**src/rtl/dlr_pkg.sv**
```systemverilog
// Shared constants, encodings and helper functions for the link rate calculator.
// Assumes the result is 32 bits and all intermediates fit in 64 bits.
package dlr_pkg;

    localparam int RES_W = 32;
    localparam int WIDE_W = 64;

    // 4 sync-start + 4 sync-end + 6 for each of four region packets
    localparam logic [5:0] LINE_OVH_BYTES = 6'd32;
    localparam logic [2:0] EOT_PAD_BYTES  = 3'd4;

    typedef enum logic [2:0] {
        FMT_RGB24        = 3'd0,
        FMT_RGB18_PACKED = 3'd1,
        FMT_RGB18_LOOSE  = 3'd2,
        FMT_RGB16        = 3'd3
    } pix_fmt_e;

    typedef enum logic [1:0] {
        VM_SYNC_PULSE = 2'd0,
        VM_SYNC_EVENT = 2'd1,
        VM_BURST      = 2'd2,
        VM_PLAIN      = 2'd3
    } vid_mode_e;

    typedef enum logic [2:0] {
        ST_IDLE,
        ST_FRAME,
        ST_RATE,
        ST_LANE,
        ST_KHZ,
        ST_PMUL,
        ST_PDIV
    } calc_st_e;

    // Bits per pixel for a format code; unknown codes take 24.
    function automatic logic [4:0] bpp_of(input logic [2:0] code);
        case (code)
            FMT_RGB18_PACKED: return 5'd18;
            FMT_RGB16:        return 5'd16;
            default:          return 5'd24;
        endcase
    endfunction

    // Clamp a wide value to the 32-bit result range.
    function automatic logic [RES_W-1:0] sat_to_res(input logic [WIDE_W-1:0] v);
        return (|v[WIDE_W-1:RES_W]) ? {RES_W{1'b1}} : v[RES_W-1:0];
    endfunction

endpackage

```
**src/rtl/dlr_line_bytes.sv**
```systemverilog
// Combinational line length: converts each horizontal region to whole bytes,
// adds the fixed packet overhead and the optional per-line end packet.
// Assumes bpp_i <= 24 and TW-bit pixel counts.
module dlr_line_bytes
    import dlr_pkg::*;
#(
    parameter int TW = 16
) (
    input  logic [3:0][TW-1:0] px_i,
    input  logic [4:0]         bpp_i,
    input  logic               eot_line_i,
    output logic [TW+5:0]      bytes_o
);
    localparam int LW = TW + 6;
    localparam int PW = TW + 6;

    logic [3:0][LW-1:0] seg_bytes;

    genvar g;
    generate
        for (g = 0; g < 4; g++) begin : g_seg
            logic [PW-1:0] bits_w;
            // round the region's bit count up to a byte boundary
            assign bits_w       = PW'(px_i[g]) * PW'(bpp_i) + PW'(7);
            assign seg_bytes[g] = LW'(bits_w >> 3);
        end
    endgenerate

    // sum regions, overhead and optional end packet
    always_comb begin
        bytes_o = LW'(LINE_OVH_BYTES);
        for (int i = 0; i < 4; i++) begin
            bytes_o = bytes_o + seg_bytes[i];
        end
        if (eot_line_i) begin
            bytes_o = bytes_o + LW'(EOT_PAD_BYTES);
        end
    end

endmodule

```
**src/rtl/dlr_seq_mul.sv**
```systemverilog
// Shift-and-add multiplier: one multiplier bit per cycle, BW cycles per product.
// Assumes start_i is only raised while busy_o is low; the product is truncated to AW bits.
module dlr_seq_mul #(
    parameter int AW = 64,
    parameter int BW = 32
) (
    input  logic          clk,
    input  logic          rst_n,
    input  logic          start_i,
    input  logic [AW-1:0] a_i,
    input  logic [BW-1:0] b_i,
    output logic          busy_o,
    output logic          done_o,
    output logic [AW-1:0] prod_o
);
    localparam int CW = $clog2(BW + 1);

    logic [AW-1:0] mcand;
    logic [BW-1:0] mplier;
    logic [CW-1:0] cnt;

    // iterate one multiplier bit per cycle and accumulate
    always_ff @(posedge clk) begin
        if (!rst_n) begin
            mcand  <= '0;
            mplier <= '0;
            prod_o <= '0;
            cnt    <= '0;
            busy_o <= 1'b0;
            done_o <= 1'b0;
        end else begin
            done_o <= 1'b0;
            if (start_i && !busy_o) begin
                mcand  <= a_i;
                mplier <= b_i;
                prod_o <= '0;
                cnt    <= CW'(BW);
                busy_o <= 1'b1;
            end else if (busy_o) begin
                if (mplier[0]) begin
                    prod_o <= prod_o + mcand;
                end
                mcand  <= mcand << 1;
                mplier <= mplier >> 1;
                cnt    <= cnt - CW'(1);
                if (cnt == CW'(1)) begin
                    busy_o <= 1'b0;
                    done_o <= 1'b1;
                end
            end
        end
    end

    assert_mul_done_ends_R6: assert property (@(posedge clk) disable iff (!rst_n)
        done_o |-> !busy_o);

endmodule

```
**src/rtl/dlr_seq_div.sv**
```systemverilog
// Restoring divider: one quotient bit per cycle, NW cycles per quotient.
// Assumes a nonzero divisor and start_i only while busy_o is low.
module dlr_seq_div #(
    parameter int NW = 64,
    parameter int DW = 32
) (
    input  logic          clk,
    input  logic          rst_n,
    input  logic          start_i,
    input  logic [NW-1:0] num_i,
    input  logic [DW-1:0] den_i,
    output logic          busy_o,
    output logic          done_o,
    output logic [NW-1:0] quot_o
);
    localparam int CW = $clog2(NW + 1);

    logic [DW-1:0] rem;
    logic [DW-1:0] dvs;
    logic [CW-1:0] cnt;
    logic [DW:0]   trial;

    // partial remainder with the next dividend bit shifted in
    always_comb trial = {rem, quot_o[NW-1]};

    // one subtract-or-keep step per cycle
    always_ff @(posedge clk) begin
        if (!rst_n) begin
            rem    <= '0;
            dvs    <= '0;
            quot_o <= '0;
            cnt    <= '0;
            busy_o <= 1'b0;
            done_o <= 1'b0;
        end else begin
            done_o <= 1'b0;
            if (start_i && !busy_o) begin
                quot_o <= num_i;
                rem    <= '0;
                dvs    <= den_i;
                cnt    <= CW'(NW);
                busy_o <= 1'b1;
            end else if (busy_o) begin
                if (trial >= {1'b0, dvs}) begin
                    rem    <= DW'(trial - {1'b0, dvs});
                    quot_o <= {quot_o[NW-2:0], 1'b1};
                end else begin
                    rem    <= trial[DW-1:0];
                    quot_o <= {quot_o[NW-2:0], 1'b0};
                end
                cnt <= cnt - CW'(1);
                if (cnt == CW'(1)) begin
                    busy_o <= 1'b0;
                    done_o <= 1'b1;
                end
            end
        end
    end

    assert_rem_bound_R6: assert property (@(posedge clk) disable iff (!rst_n)
        done_o |-> (rem < dvs));

    assert_nonzero_den_R8: assert property (@(posedge clk) disable iff (!rst_n)
        (start_i && !busy_o) |-> (den_i != '0));

endmodule

```
**src/rtl/dsi_link_rate_calc.sv**
```systemverilog
// Link clock calculator top: samples timing on start, then sequences one
// multiplier and one divider through either the timing walk or the pixel-clock
// estimate, and saturates the kHz result to 32 bits.
// Assumes the default widths keep every intermediate below 2^64.
module dsi_link_rate_calc
    import dlr_pkg::*;
#(
    parameter int TW = 16,
    parameter int RW = 8
) (
    input  logic          clk,
    input  logic          rst_n,
    input  logic          start_i,
    input  logic          simple_i,
    input  logic [2:0]    fmt_i,
    input  logic [1:0]    vmode_i,
    input  logic          eotp_i,
    input  logic [2:0]    lanes_i,
    input  logic [RW-1:0] refresh_i,
    input  logic [31:0]   pclk_khz_i,
    input  logic [TW-1:0] h_act_i,
    input  logic [TW-1:0] h_fp_i,
    input  logic [TW-1:0] h_sync_i,
    input  logic [TW-1:0] h_bp_i,
    input  logic [TW-1:0] v_act_i,
    input  logic [TW-1:0] v_fp_i,
    input  logic [TW-1:0] v_sync_i,
    input  logic [TW-1:0] v_bp_i,
    output logic          busy_o,
    output logic          done_o,
    output logic [31:0]   rate_khz_o
);
    localparam int LW = TW + 6;
    localparam int VW = TW + 2;
    localparam int BW = 32;

    calc_st_e            state;
    logic [4:0]          bpp_w;
    logic [LW-1:0]       line_bytes;
    logic [VW-1:0]       vlines;
    logic                line_pad_w;

    logic [2:0]          lanes_q;
    logic [RW-1:0]       refresh_q;
    logic                simple_q;
    logic                frame_pad_q;
    logic                dbl_q;

    logic                mul_go, mul_busy, mul_done;
    logic [WIDE_W-1:0]   mul_a, mul_p;
    logic [BW-1:0]       mul_b;
    logic                div_go, div_busy, div_done;
    logic [WIDE_W-1:0]   div_n, div_q;
    logic [BW-1:0]       div_d;

    assign bpp_w      = bpp_of(fmt_i);
    assign line_pad_w = eotp_i && (vmode_i == VM_BURST);
    assign busy_o     = (state != ST_IDLE);

    // total line count of a frame
    always_comb vlines = VW'(v_act_i) + VW'(v_fp_i) + VW'(v_sync_i) + VW'(v_bp_i);

    dlr_line_bytes #(.TW(TW)) u_line (
        .px_i       ({h_sync_i, h_bp_i, h_act_i, h_fp_i}),
        .bpp_i      (bpp_w),
        .eot_line_i (line_pad_w),
        .bytes_o    (line_bytes)
    );

    dlr_seq_mul #(.AW(WIDE_W), .BW(BW)) u_mul (
        .clk     (clk),
        .rst_n   (rst_n),
        .start_i (mul_go),
        .a_i     (mul_a),
        .b_i     (mul_b),
        .busy_o  (mul_busy),
        .done_o  (mul_done),
        .prod_o  (mul_p)
    );

    dlr_seq_div #(.NW(WIDE_W), .DW(BW)) u_div (
        .clk     (clk),
        .rst_n   (rst_n),
        .start_i (div_go),
        .num_i   (div_n),
        .den_i   (div_d),
        .busy_o  (div_busy),
        .done_o  (div_done),
        .quot_o  (div_q)
    );

    // sequence the arithmetic steps and publish the saturated result
    always_ff @(posedge clk) begin
        if (!rst_n) begin
            state       <= ST_IDLE;
            mul_go      <= 1'b0;
            div_go      <= 1'b0;
            mul_a       <= '0;
            mul_b       <= '0;
            div_n       <= '0;
            div_d       <= '0;
            lanes_q     <= 3'd1;
            refresh_q   <= '0;
            simple_q    <= 1'b0;
            frame_pad_q <= 1'b0;
            dbl_q       <= 1'b0;
            done_o      <= 1'b0;
            rate_khz_o  <= '0;
        end else begin
            mul_go <= 1'b0;
            div_go <= 1'b0;
            done_o <= 1'b0;
            case (state)
                ST_IDLE: begin
                    if (start_i) begin
                        lanes_q     <= (lanes_i == 3'd0) ? 3'd1 : lanes_i;
                        refresh_q   <= refresh_i;
                        simple_q    <= simple_i;
                        frame_pad_q <= eotp_i && ((vmode_i == VM_SYNC_PULSE) ||
                                                  (vmode_i == VM_SYNC_EVENT));
                        dbl_q       <= line_pad_w;
                        mul_go      <= 1'b1;
                        if (simple_i) begin
                            mul_a <= WIDE_W'(pclk_khz_i);
                            mul_b <= BW'(bpp_w);
                            state <= ST_PMUL;
                        end else begin
                            mul_a <= WIDE_W'(line_bytes);
                            mul_b <= BW'(vlines);
                            state <= ST_FRAME;
                        end
                    end
                end
                ST_FRAME: begin
                    if (mul_done) begin
                        mul_a  <= mul_p + (frame_pad_q ? WIDE_W'(EOT_PAD_BYTES) : '0);
                        mul_b  <= BW'(refresh_q);
                        mul_go <= 1'b1;
                        state  <= ST_RATE;
                    end
                end
                ST_RATE: begin
                    if (mul_done) begin
                        div_n  <= mul_p;
                        div_d  <= BW'(lanes_q);
                        div_go <= 1'b1;
                        state  <= ST_LANE;
                    end
                end
                ST_LANE: begin
                    if (div_done) begin
                        div_n  <= div_q << 3;
                        div_d  <= BW'(1000);
                        div_go <= 1'b1;
                        state  <= ST_KHZ;
                    end
                end
                ST_KHZ: begin
                    if (div_done) begin
                        rate_khz_o <= sat_to_res(dbl_q ? (div_q << 1) : div_q);
                        done_o     <= 1'b1;
                        state      <= ST_IDLE;
                    end
                end
                ST_PMUL: begin
                    if (mul_done) begin
                        div_n  <= mul_p + WIDE_W'(lanes_q >> 1);
                        div_d  <= BW'(lanes_q);
                        div_go <= 1'b1;
                        state  <= ST_PDIV;
                    end
                end
                ST_PDIV: begin
                    if (div_done) begin
                        rate_khz_o <= sat_to_res(div_q);
                        done_o     <= 1'b1;
                        state      <= ST_IDLE;
                    end
                end
                default: state <= ST_IDLE;
            endcase
        end
    end

    assert_done_pulse_R10: assert property (@(posedge clk) disable iff (!rst_n)
        done_o |=> !done_o);

    assert_done_idle_R10: assert property (@(posedge clk) disable iff (!rst_n)
        done_o |-> !busy_o);

    assert_result_hold_R10: assert property (@(posedge clk) disable iff (!rst_n)
        !done_o |-> $stable(rate_khz_o));

    assert_cfg_hold_R11: assert property (@(posedge clk) disable iff (!rst_n)
        busy_o |=> (!busy_o || ($stable(lanes_q) && $stable(refresh_q) && $stable(simple_q))));

    assert_lane_nonzero_R8: assert property (@(posedge clk) disable iff (!rst_n)
        busy_o |-> (lanes_q != 3'd0));

    assert_mul_issue_idle_R6: assert property (@(posedge clk) disable iff (!rst_n)
        mul_go |-> !mul_busy);

    assert_div_issue_idle_R6: assert property (@(posedge clk) disable iff (!rst_n)
        div_go |-> !div_busy);

endmodule

```
**config.mk**
```make
export PLATFORM = sky130hd
export DESIGN_NAME = dsi_link_rate_calc
export DESIGN_NICKNAME = d
export VERILOG_FILES = /design/src/rtl/dlr_pkg.sv /design/src/rtl/dlr_line_bytes.sv /design/src/rtl/dlr_seq_mul.sv /design/src/rtl/dlr_seq_div.sv /design/src/rtl/dsi_link_rate_calc.sv
export SDC_FILE = /design/constraint.sdc
export NUM_CORES = 2
export LEC_CHECK = 0
export BUFFER_PORTS_ARGS = -buffer_cell sky130_fd_sc_hd__buf_2
export CELL_PAD_IN_SITES_DETAIL_PLACEMENT = 1
export CELL_PAD_IN_SITES_GLOBAL_PLACEMENT = 1
export CORE_MARGIN = 4
export CORE_UTILIZATION = 43
export CTS_CLUSTER_DIAMETER = 50
export DETAILED_ROUTE_END_ITERATION = 10
export PLACE_DENSITY = 0.88
export SLEW_MARGIN = 0
export SYNTH_ARGS = -nofsm -noshare
export SYNTH_HDL_FRONTEND = slang
export SYNTH_SLANG_ARGS = --single-unit
```
**constraint.sdc**
```tcl
create_clock -name clk -period 9 [get_ports clk]
set_clock_uncertainty 0.15 [all_clocks]
set_input_delay 1.8 -clock clk [delete_from_list [all_inputs] [get_ports clk]]
set_output_delay 1.8 -clock clk [all_outputs]
set_load 0.005 [all_outputs]
```
==> impl_results.md <==
- Area leader, netlist: dfxtp_1
- CP max FO: 18
- Hpwl dp: approximately 100000 um
- Drc violations: 0
- Die Ht: 301.5 um
- Synth Area in Adders: 0.1845
- Final setup vio count: 0
- Seq/Total Area, Yosys: 0.2507
- Final nets: 5574
- Cell Area, Placed: around 40000 um2
- Flop and latch count out of synthesis: about 460
- CP peak stage delay: 550 ps
- Post-CTS Hold Fix Bufs: 0
- Row count: 107
- Hold Path Class: flop to flop
- Placed cells: 5992
- Worst R2R Setup Slack: 4400 ps
- Cell Area, Synth: 37050 um2
- Cell area after layout: approximately 43000 um2
- I/O pin cnt: around 220
- Crit path DAT: 9260 ps
- Post-synth ARST share: 0
- First-pass GRT wire length: around 220000 um
- Worst R2R Start: state[0]$_SDFFE_PN0P_
- Mean post-synth cell area: around 7.8 um2
- Critical Path End: mul_a[21]$_SDFFE_PN0P_
- Critical path class: input pin to flop
- Setup ws final: approximately 130 ps
- R2r endpoint: div_n[24]$_SDFFE_PN0P_
- Mux contribution to synthesized area: 0.04296
- Root Driver: clkbuf_16
- Post-synthesis compound-gate area fraction: 0.1966
- Max-slew violations: 0
- Pwr dens: approximately 270 nW/um2
- Fin util: 0.5013
- Num CTS Buffers: 70
- Core area: roughly 85000 um2
- Routed Antenna Nets: 0
- Worst skew pair latency: 630 ps
- Post-DR wirelength/cell: between 20 and 25 um
- Min cycle time layout: 8872 ps
- Most common cell after layout, fill and taps aside: nor2_1
- GRT Overall Usage: 0.2935
- Max Buffers Root-to-Sink: 3
- Most frequent cells in the layout: nor2_1 (625), a21oi_1 (472), dfxtp_1 (460)
- H-tree levels: 3
- Primary FF master, synth: dfxtp_1
- Syn nets: between 5000 and 6000
- # clock sinks: approximately 460
- Largest family of logic cells by synthesized area: simple AND/OR/NAND/NOR gates
- Top cell type's share of synthesized area: 0.2507
- Maximum VDD drop: just over 0.5 mV
- Critical path required time: 9390 ps
- Setup TNS: 0 ps
- Drt initial violations: roughly 2900
- Max-cap violations: 0
- Port bufs: 214
- Hold WS: between 200 and 300 ps
- CP max stage cell: fa_1
- Nature of the critical path endpoint: flop
- Fin crit share: 0.9858
- Fmax: between 100 and 150 MHz
- Synth Area in Simple Gates: 0.2116
- Post-synthesis xor/xnor area fraction: 0.05860
- Die footprint: a little over 90000 um2
- Fin cells: slightly above 6000
- Drt pass-1 iters: 8
- Hold Violations, Final: 0
- Worst Setup SP: fmt_i[2]
- Number of global-route vias before repair: ~40000
- Slew headroom: 0.07888
- Die W: 301.5 um
- Yosys warnings: 0
- Worst slack, placed: -568.4 ps
- WL final: 138500 um
- Vias/cell: between 6 and 7
- CTS tree: done
- Initial antenna violation count: 3
- Syn Inst Count: between 4000 and 5000
- Post-synth EDFFs: 0
- Worst Reg-to-Reg Cells: 9
- Vias: around 37000
- GPL Wtd Cong: ~0.94
- Area contributors post-synth: dfxtp_1 (25%), ha_1 (11%), fa_1 (7.0%)
- Status: finished, final reports clean
- Layout cells sized above 1: 0.1225
- CP Launch Type: input pin
- Largest net degree at the start of global routing: approximately 120
- Global route overflow: 0
- Lkg Pwr: 17.75 nW
- Clock transition at the registers of the reported paths: around 60 ps
- Unique cell type count in the Yosys netlist: 88
- Area Growth Syn to Fin: 15.39%
- Worst-Margin Slew: around 1400 ps
- Starting density of the core: 0.4344
- Overall Power: 11.56 mW
sequential cells by signal (all words and copies together), names as in the netlist, 8 cells and up:
register,count
rate_khz_o,32
refresh_q,8
u_mul.mplier,18
div_n,64
mul_a,64
u_div.rem,32
u_div.quot_o,64
u_mul.prod_o,64
mul_b,18
u_mul.mcand,64
logic make-up (layout without fill, tap and decap cells):
kind of cell,count (synthesis),count (layout)
mux,159,159
fa+ha+maj,469,469
other cells,0,4
flops,464,464
simple gates,1711,1711
compound gates,1178,1178
xor+xnor,247,247
buf+inv,542,752
cell usage after synthesis (22+ instances only):
master / n
a22oi_1: 39
or3_1: 25
a221oi_1: 37
nor3_1: 130
nand2b_1: 35
a21oi_1: 478
nand2_1: 442
and2_1: 109
o211ai_1: 24
o21ai_0: 215
nor2_1: 631
xor2_1: 95
and3_1: 39
o21ai_1: 26
buf_1: 33
a211oi_1: 75
fa_1: 129
ha_1: 340
dfxtp_1: 464
nor4_1: 33
nor2b_1: 30
o221ai_1: 34
clkbuf_1: 257
nand4_1: 57
mux2i_1: 159
o21a_1: 22
a31oi_1: 29
a21o_1: 55
nand3_1: 112
inv_1: 246
xnor2_1: 151
worst min path at each step:
| stage | to | cells past startpoint | startpoint |
|---|---|---|---|
| 2_1_floorplan | div_d[0]$_SDFFE_PN0P_ | 2 | div_d[0]$_SDFFE_PN0P_ |
| 3_3_place_gp | rate_khz_o[13]$_SDFFE_PN0P_ | 2 | rate_khz_o[13]$_SDFFE_PN0P_ |
| 3_5_place_dp | rate_khz_o[25]$_SDFFE_PN0P_ | 2 | rate_khz_o[25]$_SDFFE_PN0P_ |
| 4_1_cts | rate_khz_o[19]$_SDFFE_PN0P_ | 2 | rate_khz_o[19]$_SDFFE_PN0P_ |
| 5_1_grt | rate_khz_o[18]$_SDFFE_PN0P_ | 2 | rate_khz_o[18]$_SDFFE_PN0P_ |
| 6_report | rate_khz_o[23]$_SDFFE_PN0P_ | 2 | rate_khz_o[23]$_SDFFE_PN0P_ |
what timing repair did:
item | 4_1_cts | 5_1_grt
setup endpoints to repair | 1 | 10
pin swaps | 0 | 20
buffers inserted | 0 | 3
cloned | 0 | 1
gates resized for setup | 1 | 55
per-layer routing:
layer,track usage,share of wire
met1,0.3482,0.40
met2,0.5130,0.48
met3,0.05054,0.064
met4,0.1425,0.056
met5,0,0
final cells by class:
cell class	count	area (um2)
Multi-Input combinational cell	3764	26170
Timing Repair Buffer	375	2342
Clock inverter	36	583.1
Clock buffer	92	1966
Sequential cell	464	9304
Tap cell	1144	1431
Inverter	249	942.2
Fill cell	10470	42530
Antenna cell	4	10.01
where the power goes:
part,leakage [nW],switching (mW),internal [mW]
Clock,1.23,1.10,1.88
Combinational,12.8,3.39,3.01
Sequential,3.75,0.0646,2.12
Total,17.8,4.55,7.01
worst max-delay path, delay by kind of cell:
family	cells	cell delay, ps
AND/OR/NAND/NOR	8	2180
XOR/XNOR	1	100
adder cells (fa/ha/maj)	7	2630
buffers and inverters	4	450
AO/OA/AOI/OAI	9	2080
Note: power is estimated with default switching activity, not from simulation.
